**config.mk**
```make
export PLATFORM = sky130hd
export DESIGN_NAME = gpio_irq_router
export DESIGN_NICKNAME = d
export VERILOG_FILES = /design/src/rtl/gpio_irq_pkg.sv /design/src/rtl/gpio_irq_ctrl.sv /design/src/rtl/gpio_irq_dp.sv /design/src/rtl/gpio_irq_router.sv
export SDC_FILE = /design/constraint.sdc
export NUM_CORES = 1
export LEC_CHECK = 0
export BUFFER_PORTS_ARGS = -buffer_cell sky130_fd_sc_hd__buf_4
export CELL_PAD_IN_SITES_DETAIL_PLACEMENT = 1
export CELL_PAD_IN_SITES_GLOBAL_PLACEMENT = 2
export CORE_ASPECT_RATIO = 2
export CORE_MARGIN = 2
export CORE_UTILIZATION = 35
export DETAILED_ROUTE_END_ITERATION = 8
export PLACE_DENSITY_LB_ADDON = 0.1
export SLEW_MARGIN = 20
export SYNTH_ARGS = -nofsm -noshare
export SYNTH_HDL_FRONTEND = slang
export SYNTH_HIERARCHICAL = 1
export SYNTH_SLANG_ARGS = --single-unit
```
**constraint.sdc**
```tcl
create_clock -name clk -period 2.7 [get_ports clk]
set_clock_uncertainty 0.1 [all_clocks]
set_input_delay 0.675 -clock clk [delete_from_list [all_inputs] [get_ports clk]]
set_output_delay 0.675 -clock clk [all_outputs]
set_load 0.005 [all_outputs]
```
**src/rtl/gpio_irq_pkg.sv**
```systemverilog
package gpio_irq_pkg;
  parameter int SLOTS_PER_REG = 4;
  parameter int SLOT_W        = 8;
  parameter int IDX_W         = 7;
  parameter int DATA_W        = 32;

  // strobes issued by the register control to the line datapath
  typedef struct packed {
    logic clrValid;   // a write to the status word is happening this cycle
  } ctrlStrobe_t;
endpackage

```
**src/rtl/gpio_irq_ctrl.sv**
```systemverilog
module gpio_irq_ctrl
  import gpio_irq_pkg::*;
#(
  parameter int NUM_REGS   = 8,
  parameter int NUM_LINES  = NUM_REGS * SLOTS_PER_REG,
  parameter int STAT_WORDS = (NUM_LINES + DATA_W - 1) / DATA_W,
  parameter int ADDR_W     = $clog2(NUM_REGS + STAT_WORDS)
) (
  input  logic                             clk,
  input  logic                             rstN,
  input  logic                             wrEn,
  input  logic [ADDR_W-1:0]                addr,
  input  logic [DATA_W-1:0]                wrData,
  output logic [DATA_W-1:0]                rdData,
  input  logic [NUM_LINES-1:0]             pending,
  output logic [NUM_LINES-1:0]             slotEn,
  output logic [NUM_LINES-1:0][IDX_W-1:0]  slotIdx,
  output ctrlStrobe_t                      strb,
  output logic [NUM_LINES-1:0]             clrMask
);
  localparam int PEND_W = STAT_WORDS * DATA_W;

  logic [DATA_W-1:0] cfgReg [NUM_REGS];
  logic [PEND_W-1:0] pendPad;
  logic              statHit;

  // configuration word storage
  always_ff @(posedge clk or negedge rstN) begin
    if (!rstN) begin
      for (int r = 0; r < NUM_REGS; r++) cfgReg[r] <= '0;
    end else if (wrEn) begin
      for (int r = 0; r < NUM_REGS; r++)
        if (addr == ADDR_W'(r)) cfgReg[r] <= wrData;
    end
  end

  // slot decode: line k lives in word k/4, byte k%4
  for (genvar k = 0; k < NUM_LINES; k++) begin : gSlot
    localparam int REG_I = k / SLOTS_PER_REG;
    localparam int BYTE0 = (k % SLOTS_PER_REG) * SLOT_W;
    assign slotEn[k]  = cfgReg[REG_I][BYTE0 + SLOT_W - 1];
    assign slotIdx[k] = cfgReg[REG_I][BYTE0 +: IDX_W];
    assign clrMask[k] = (addr == ADDR_W'(NUM_REGS + k / DATA_W)) && wrData[k % DATA_W];
  end

  // status-word write detection
  always_comb begin
    statHit = 1'b0;
    for (int w = 0; w < STAT_WORDS; w++)
      if (addr == ADDR_W'(NUM_REGS + w)) statHit = 1'b1;
    strb.clrValid = wrEn && statHit;
  end

  // read mux
  always_comb begin
    pendPad = '0;
    pendPad[NUM_LINES-1:0] = pending;
    rdData = '0;
    for (int r = 0; r < NUM_REGS; r++)
      if (addr == ADDR_W'(r)) rdData = cfgReg[r];
    for (int w = 0; w < STAT_WORDS; w++)
      if (addr == ADDR_W'(NUM_REGS + w)) rdData = pendPad[w*DATA_W +: DATA_W];
  end
endmodule

```
**src/rtl/gpio_irq_dp.sv**
```systemverilog
module gpio_irq_dp
  import gpio_irq_pkg::*;
#(
  parameter int NUM_PADS  = 80,
  parameter int NUM_LINES = 32
) (
  input  logic                             clk,
  input  logic                             rstN,
  input  logic [NUM_PADS-1:0]              padIn,
  input  logic [NUM_LINES-1:0]             slotEn,
  input  logic [NUM_LINES-1:0][IDX_W-1:0]  slotIdx,
  input  ctrlStrobe_t                      strb,
  input  logic [NUM_LINES-1:0]             clrMask,
  output logic [NUM_LINES-1:0]             irqOut,
  output logic [NUM_LINES-1:0]             pending
);
  for (genvar k = 0; k < NUM_LINES; k++) begin : gLine
    logic routed;
    logic syncA, syncB, lastB, pendQ;
    logic riseSeen, clrHit;

    // select the pad, or force low when disabled or out of range
    always_comb begin
      routed = 1'b0;
      if (slotEn[k] && (int'(slotIdx[k]) < NUM_PADS))
        routed = padIn[slotIdx[k]];
    end

    assign riseSeen = syncB && !lastB;
    assign clrHit   = strb.clrValid && clrMask[k];

    always_ff @(posedge clk or negedge rstN) begin
      if (!rstN) begin
        syncA <= 1'b0;
        syncB <= 1'b0;
        lastB <= 1'b0;
        pendQ <= 1'b0;
      end else begin
        syncA <= routed;
        syncB <= syncA;
        lastB <= syncB;
        if (!slotEn[k])    pendQ <= 1'b0;
        else if (riseSeen) pendQ <= 1'b1;
        else if (clrHit)   pendQ <= 1'b0;
      end
    end

    assign irqOut[k]  = syncB;
    assign pending[k] = pendQ;
  end
endmodule

```
**src/rtl/gpio_irq_router.sv**
```systemverilog
module gpio_irq_router
  import gpio_irq_pkg::*;
#(
  parameter  int NUM_PADS   = 80,
  parameter  int NUM_REGS   = 8,
  localparam int NUM_LINES  = NUM_REGS * SLOTS_PER_REG,
  localparam int STAT_WORDS = (NUM_LINES + DATA_W - 1) / DATA_W,
  localparam int ADDR_W     = $clog2(NUM_REGS + STAT_WORDS)
) (
  input  logic                 clk,
  input  logic                 rstN,
  input  logic                 wrEn,
  input  logic [ADDR_W-1:0]    addr,
  input  logic [DATA_W-1:0]    wrData,
  output logic [DATA_W-1:0]    rdData,
  input  logic [NUM_PADS-1:0]  padIn,
  output logic [NUM_LINES-1:0] irqOut
);
  logic [NUM_LINES-1:0]            slotEn;
  logic [NUM_LINES-1:0][IDX_W-1:0] slotIdx;
  logic [NUM_LINES-1:0]            clrMask;
  logic [NUM_LINES-1:0]            pending;
  ctrlStrobe_t                     strb;

  gpio_irq_ctrl #(
    .NUM_REGS(NUM_REGS), .NUM_LINES(NUM_LINES),
    .STAT_WORDS(STAT_WORDS), .ADDR_W(ADDR_W)
  ) ctrl (
    .clk(clk), .rstN(rstN), .wrEn(wrEn), .addr(addr), .wrData(wrData),
    .rdData(rdData), .pending(pending), .slotEn(slotEn), .slotIdx(slotIdx),
    .strb(strb), .clrMask(clrMask)
  );

  gpio_irq_dp #(
    .NUM_PADS(NUM_PADS), .NUM_LINES(NUM_LINES)
  ) dp (
    .clk(clk), .rstN(rstN), .padIn(padIn), .slotEn(slotEn), .slotIdx(slotIdx),
    .strb(strb), .clrMask(clrMask), .irqOut(irqOut), .pending(pending)
  );
endmodule

```
==> impl_metrics.csv <==
group,metric,value,unit
run_status,outcome,"complete, but fails checks",
run_status,violations,"setup timing",
timing,setup_ws,-0.348,ns
logic_synthesis,yosys-top-cells-count,"mux4_2, dfrtp_1, clkbuf_1, mux2_2, mux2i_1",
logic_synthesis,ys_warn_count,6,
timing,hold_violations,0,
critical_path,cp_max_fo,6,
pwr,power_leakage,18.8,nW
die,dieArea,0.114,mm2
worst_hold_path,hold_depth,0,
detailed_routing,drt_iter0_drc,4403,
global_route,grt_overflow,0,
cells_and_area,ff_latch_area,0.00965,mm2
critical_path,required,1.92,ns
cells_and_area,post-route-util,44.6,%
detailed_routing,dr.pass1.iters,5,
die,chipHeight,475,um
timing,fin_tns_setup,-8.32,ns
detailed_routing,final_antenna_net_count,0,
placement,gp_congestion,0.975,
logic_synthesis,synth-seq-area-share,24.8,%
timing,rsz0062_at_grt,"true",
die,die_w,239,um
placement,pre_cts_ws,-0.524,ns
logic_synthesis,yosys.area.top_type,"mux4_2",
logic_synthesis,syn-num-nets,3071,
logic_synthesis,ys.flop_type,"dfrtp_1",
die,start_util,35.3,%
flow_run,drv_cap,0,
die,core.rowCount,172,
clock_tree,cts-root-buf,"clkbuf_16",
global_route,grt_pass1_wl,312000,um
logic_synthesis,avgSynthCellArea,13.1,um2
global_route,track_usage,40.3,%
clock_tree,cts_made_buffers,41,
timing,finalCritPeriodShare,113,%
pwr,finalPower,36.3,mW
logic_synthesis,synth_cells,2952,
critical_path,regToRegStartpoint,"ctrl/slotIdx[35]$_DFFE_PN0P_",
detailed_routing,drcViolationCount,0,
logic_synthesis,yosysMostFrequentCell,"mux4_2",
worst_hold_path,hp-class,"register to register",
clock_tree,clockBufferDepth,3,
clock_tree,clkLatencyLatePin,0.65,ns
logic_synthesis,syn_area,0.0388,mm2
logic_synthesis,async_flop_share,100,%
timing,maxSlewHeadroom,20.7,%
global_route,antenna_found_initial,35,
critical_path,cp-end-kind,"primary output",
critical_path,crit_arrival,2.27,ns
critical_path,r2r.worst_path.cells,8,
logic_synthesis,synth-edff-count,0,
cells_and_area,drive_gt1_share,62.2,%
cells_and_area,multiInputGateArea,0.0270,mm2
critical_path,crit_type,"register to primary output",
timing,min_period,3.05,ns
die,ios,183,
detailed_routing,vias_per_cell,7.26,
clock_tree,cts.htree.levels,2,
detailed_routing,wl_per_cell,47.1,um
timing,fmax,0.328,GHz
clock_tree,cts_tree,"done",
pwr,ir_drop,506,uV
clock_tree,clock-sinks,384,
clock_tree,clk_pin_slew,0.07,ns
detailed_routing,vias,35200,
global_route,grt_max_degree,62,
logic_synthesis,ys_seq_elements,384,
cells_and_area,final_nets,3435,
cells_and_area,area_growth,26.5,%
timing,worst_pin_slew,1.17,ns
cells_and_area,fillers,11100,
pwr,power_density,741,mW/mm2
timing,finalMaxSlewViolations,0,
logic_synthesis,netlist.area_leader.share,43.2,%
critical_path,startpoint_type,"register",
global_route,grt_pass1_vias,37000,
placement,place_inst,4705,
detailed_routing,wl,229000,um
critical_path,critical_path.startpoint,"ctrl/slotIdx[103]$_DFFE_PN0P_",
cells_and_area,instances_no_fill,4853,
die,core,0.110,mm2
placement,port_buffers,182,
timing,setup_violations,32,
logic_synthesis,synth.top_cells.by_area,"mux4_2, dfrtp_1, mux2_2",
placement,place_hpwl,166000,um
logic_synthesis,ys_types,53,
worst_hold_path,min_from,"dp/gLine[31].syncA$_DFF_PN0_",
## cell families after synthesis
kind of cell,share of synthesized area (%)
muxes,55.6
buffers and inverters,7.09
and+or+nand+nor,6.93
DFF,24.8
AOI/OAI and AO/OA,5.60
## registers in the layout, summed over array words and instances, names as in the netlist
signal and cells:
ctrl/slotIdx 224, dp/gLine.syncA 32, dp/gLine.syncB 32, dp/gLine.lastB 32, dp/gLine.pendQ 32, ctrl/slotEn 32
## placed cells by master, fill, tap and decap left out, types with 23 or more instances in the layout
master | netlist | routed
diode_2 | 0 | 25
nor2_1 | 32 | 28
nor2b_1 | 97 | 95
nand4_1 | 32 | 32
nand2_1 | 90 | 89
mux2_2 | 245 | 244
o21ai_0 | 100 | 66
dfrtp_1 | 384 | 350
dfrtp_2 | 0 | 34
clkbuf_16 | 0 | 45
o22a_1 | 24 | 24
a22o_1 | 23 | 23
mux2i_1 | 167 | 157
nand3b_1 | 29 | 29
a21oi_1 | 42 | 39
o21ai_1 | 7 | 25
mux4_2 | 744 | 744
buf_4 | 78 | 719
and2_1 | 34 | 33
mux2_1 | 33 | 33
buf_12 | 0 | 134
## timing repair
| action | 4_1_cts | 5_1_grt |
|---|---|---|
| gates resized for setup | 145 | 74 |
| gates cloned | 11 | 3 |
| hold buffers | 1 | 0 |
| setup endpoints to repair | 36 | 40 |
| hold endpoints to repair | 30 | 0 |
| buffers inserted | 18 | 16 |
| pin swaps | 27 | 37 |
## critical path, cell delays in order (launching register included)
cell     delay (ns)
dfrtp_1        0.61
mux2i_1        0.15
o22a_1         0.24
a22o_1         0.25
a31oi_1        0.15
buf_4          0.15
buf_4          0.10
## cell type report
| type | count | area share, % |
|---|---|---|
| clock inverters | 20 | 0.668 |
| well taps | 1479 | 3.77 |
| flip-flops and latches | 384 | 19.7 |
| diodes | 25 | 0.128 |
| inverters | 22 | 0.168 |
| repair buffers | 898 | 18.2 |
| clock buffers | 56 | 2.37 |
| multi-input cells | 1969 | 55.0 |
## through the flow
step	hold WS (ns)	instance area, um2
2_1_floorplan	0.231	38800
3_3_place_gp	0.236	46000
3_5_place_dp	0.236	46000
4_1_cts	0.245	48400
5_1_grt	0.255	49000
6_report	0.252	49000
## layer usage
metal | share of wire (%) | track usage (%) | vias up | wire length (um)
li1 | - | - | 12700 | -
met1 | 35 | 47.5 | 18800 | 79300
met2 | 47 | 63.3 | 2848 | 106000
met3 | 10 | 11.3 | 873 | 24000
met4 | 8.3 | 28.8 | 20 | 18900
met5 | 0.053 | 0 | - | 122
## report_power, final
part           switching (mW)  internal [mW]  total, mW
clock network            2.83           3.74       6.57
registers                2.50           7.26       9.76
logic                    9.68           10.3       20.0
total                    15.0           21.3       36.3
## path summary, 6_finish.rpt
path / to / slack [ns]
setup / recovery: rdData[21] / -0.35
hold / removal: dp/gLine[31].syncB$_DFF_PN0_ / 0.25
setup reg to reg: dp/gLine[5].syncA$_DFF_PN0_ / 0.05
hold reg to reg: dp/gLine[31].syncB$_DFF_PN0_ / 0.25
max in group asynchronous: ctrl/slotIdx[128]$_DFFE_PN0P_ / 1.06
min in group asynchronous: ctrl/slotIdx[59]$_DFFE_PN0P_ / 0.48
No activity file was read; power rests on OpenSTA's default activity.
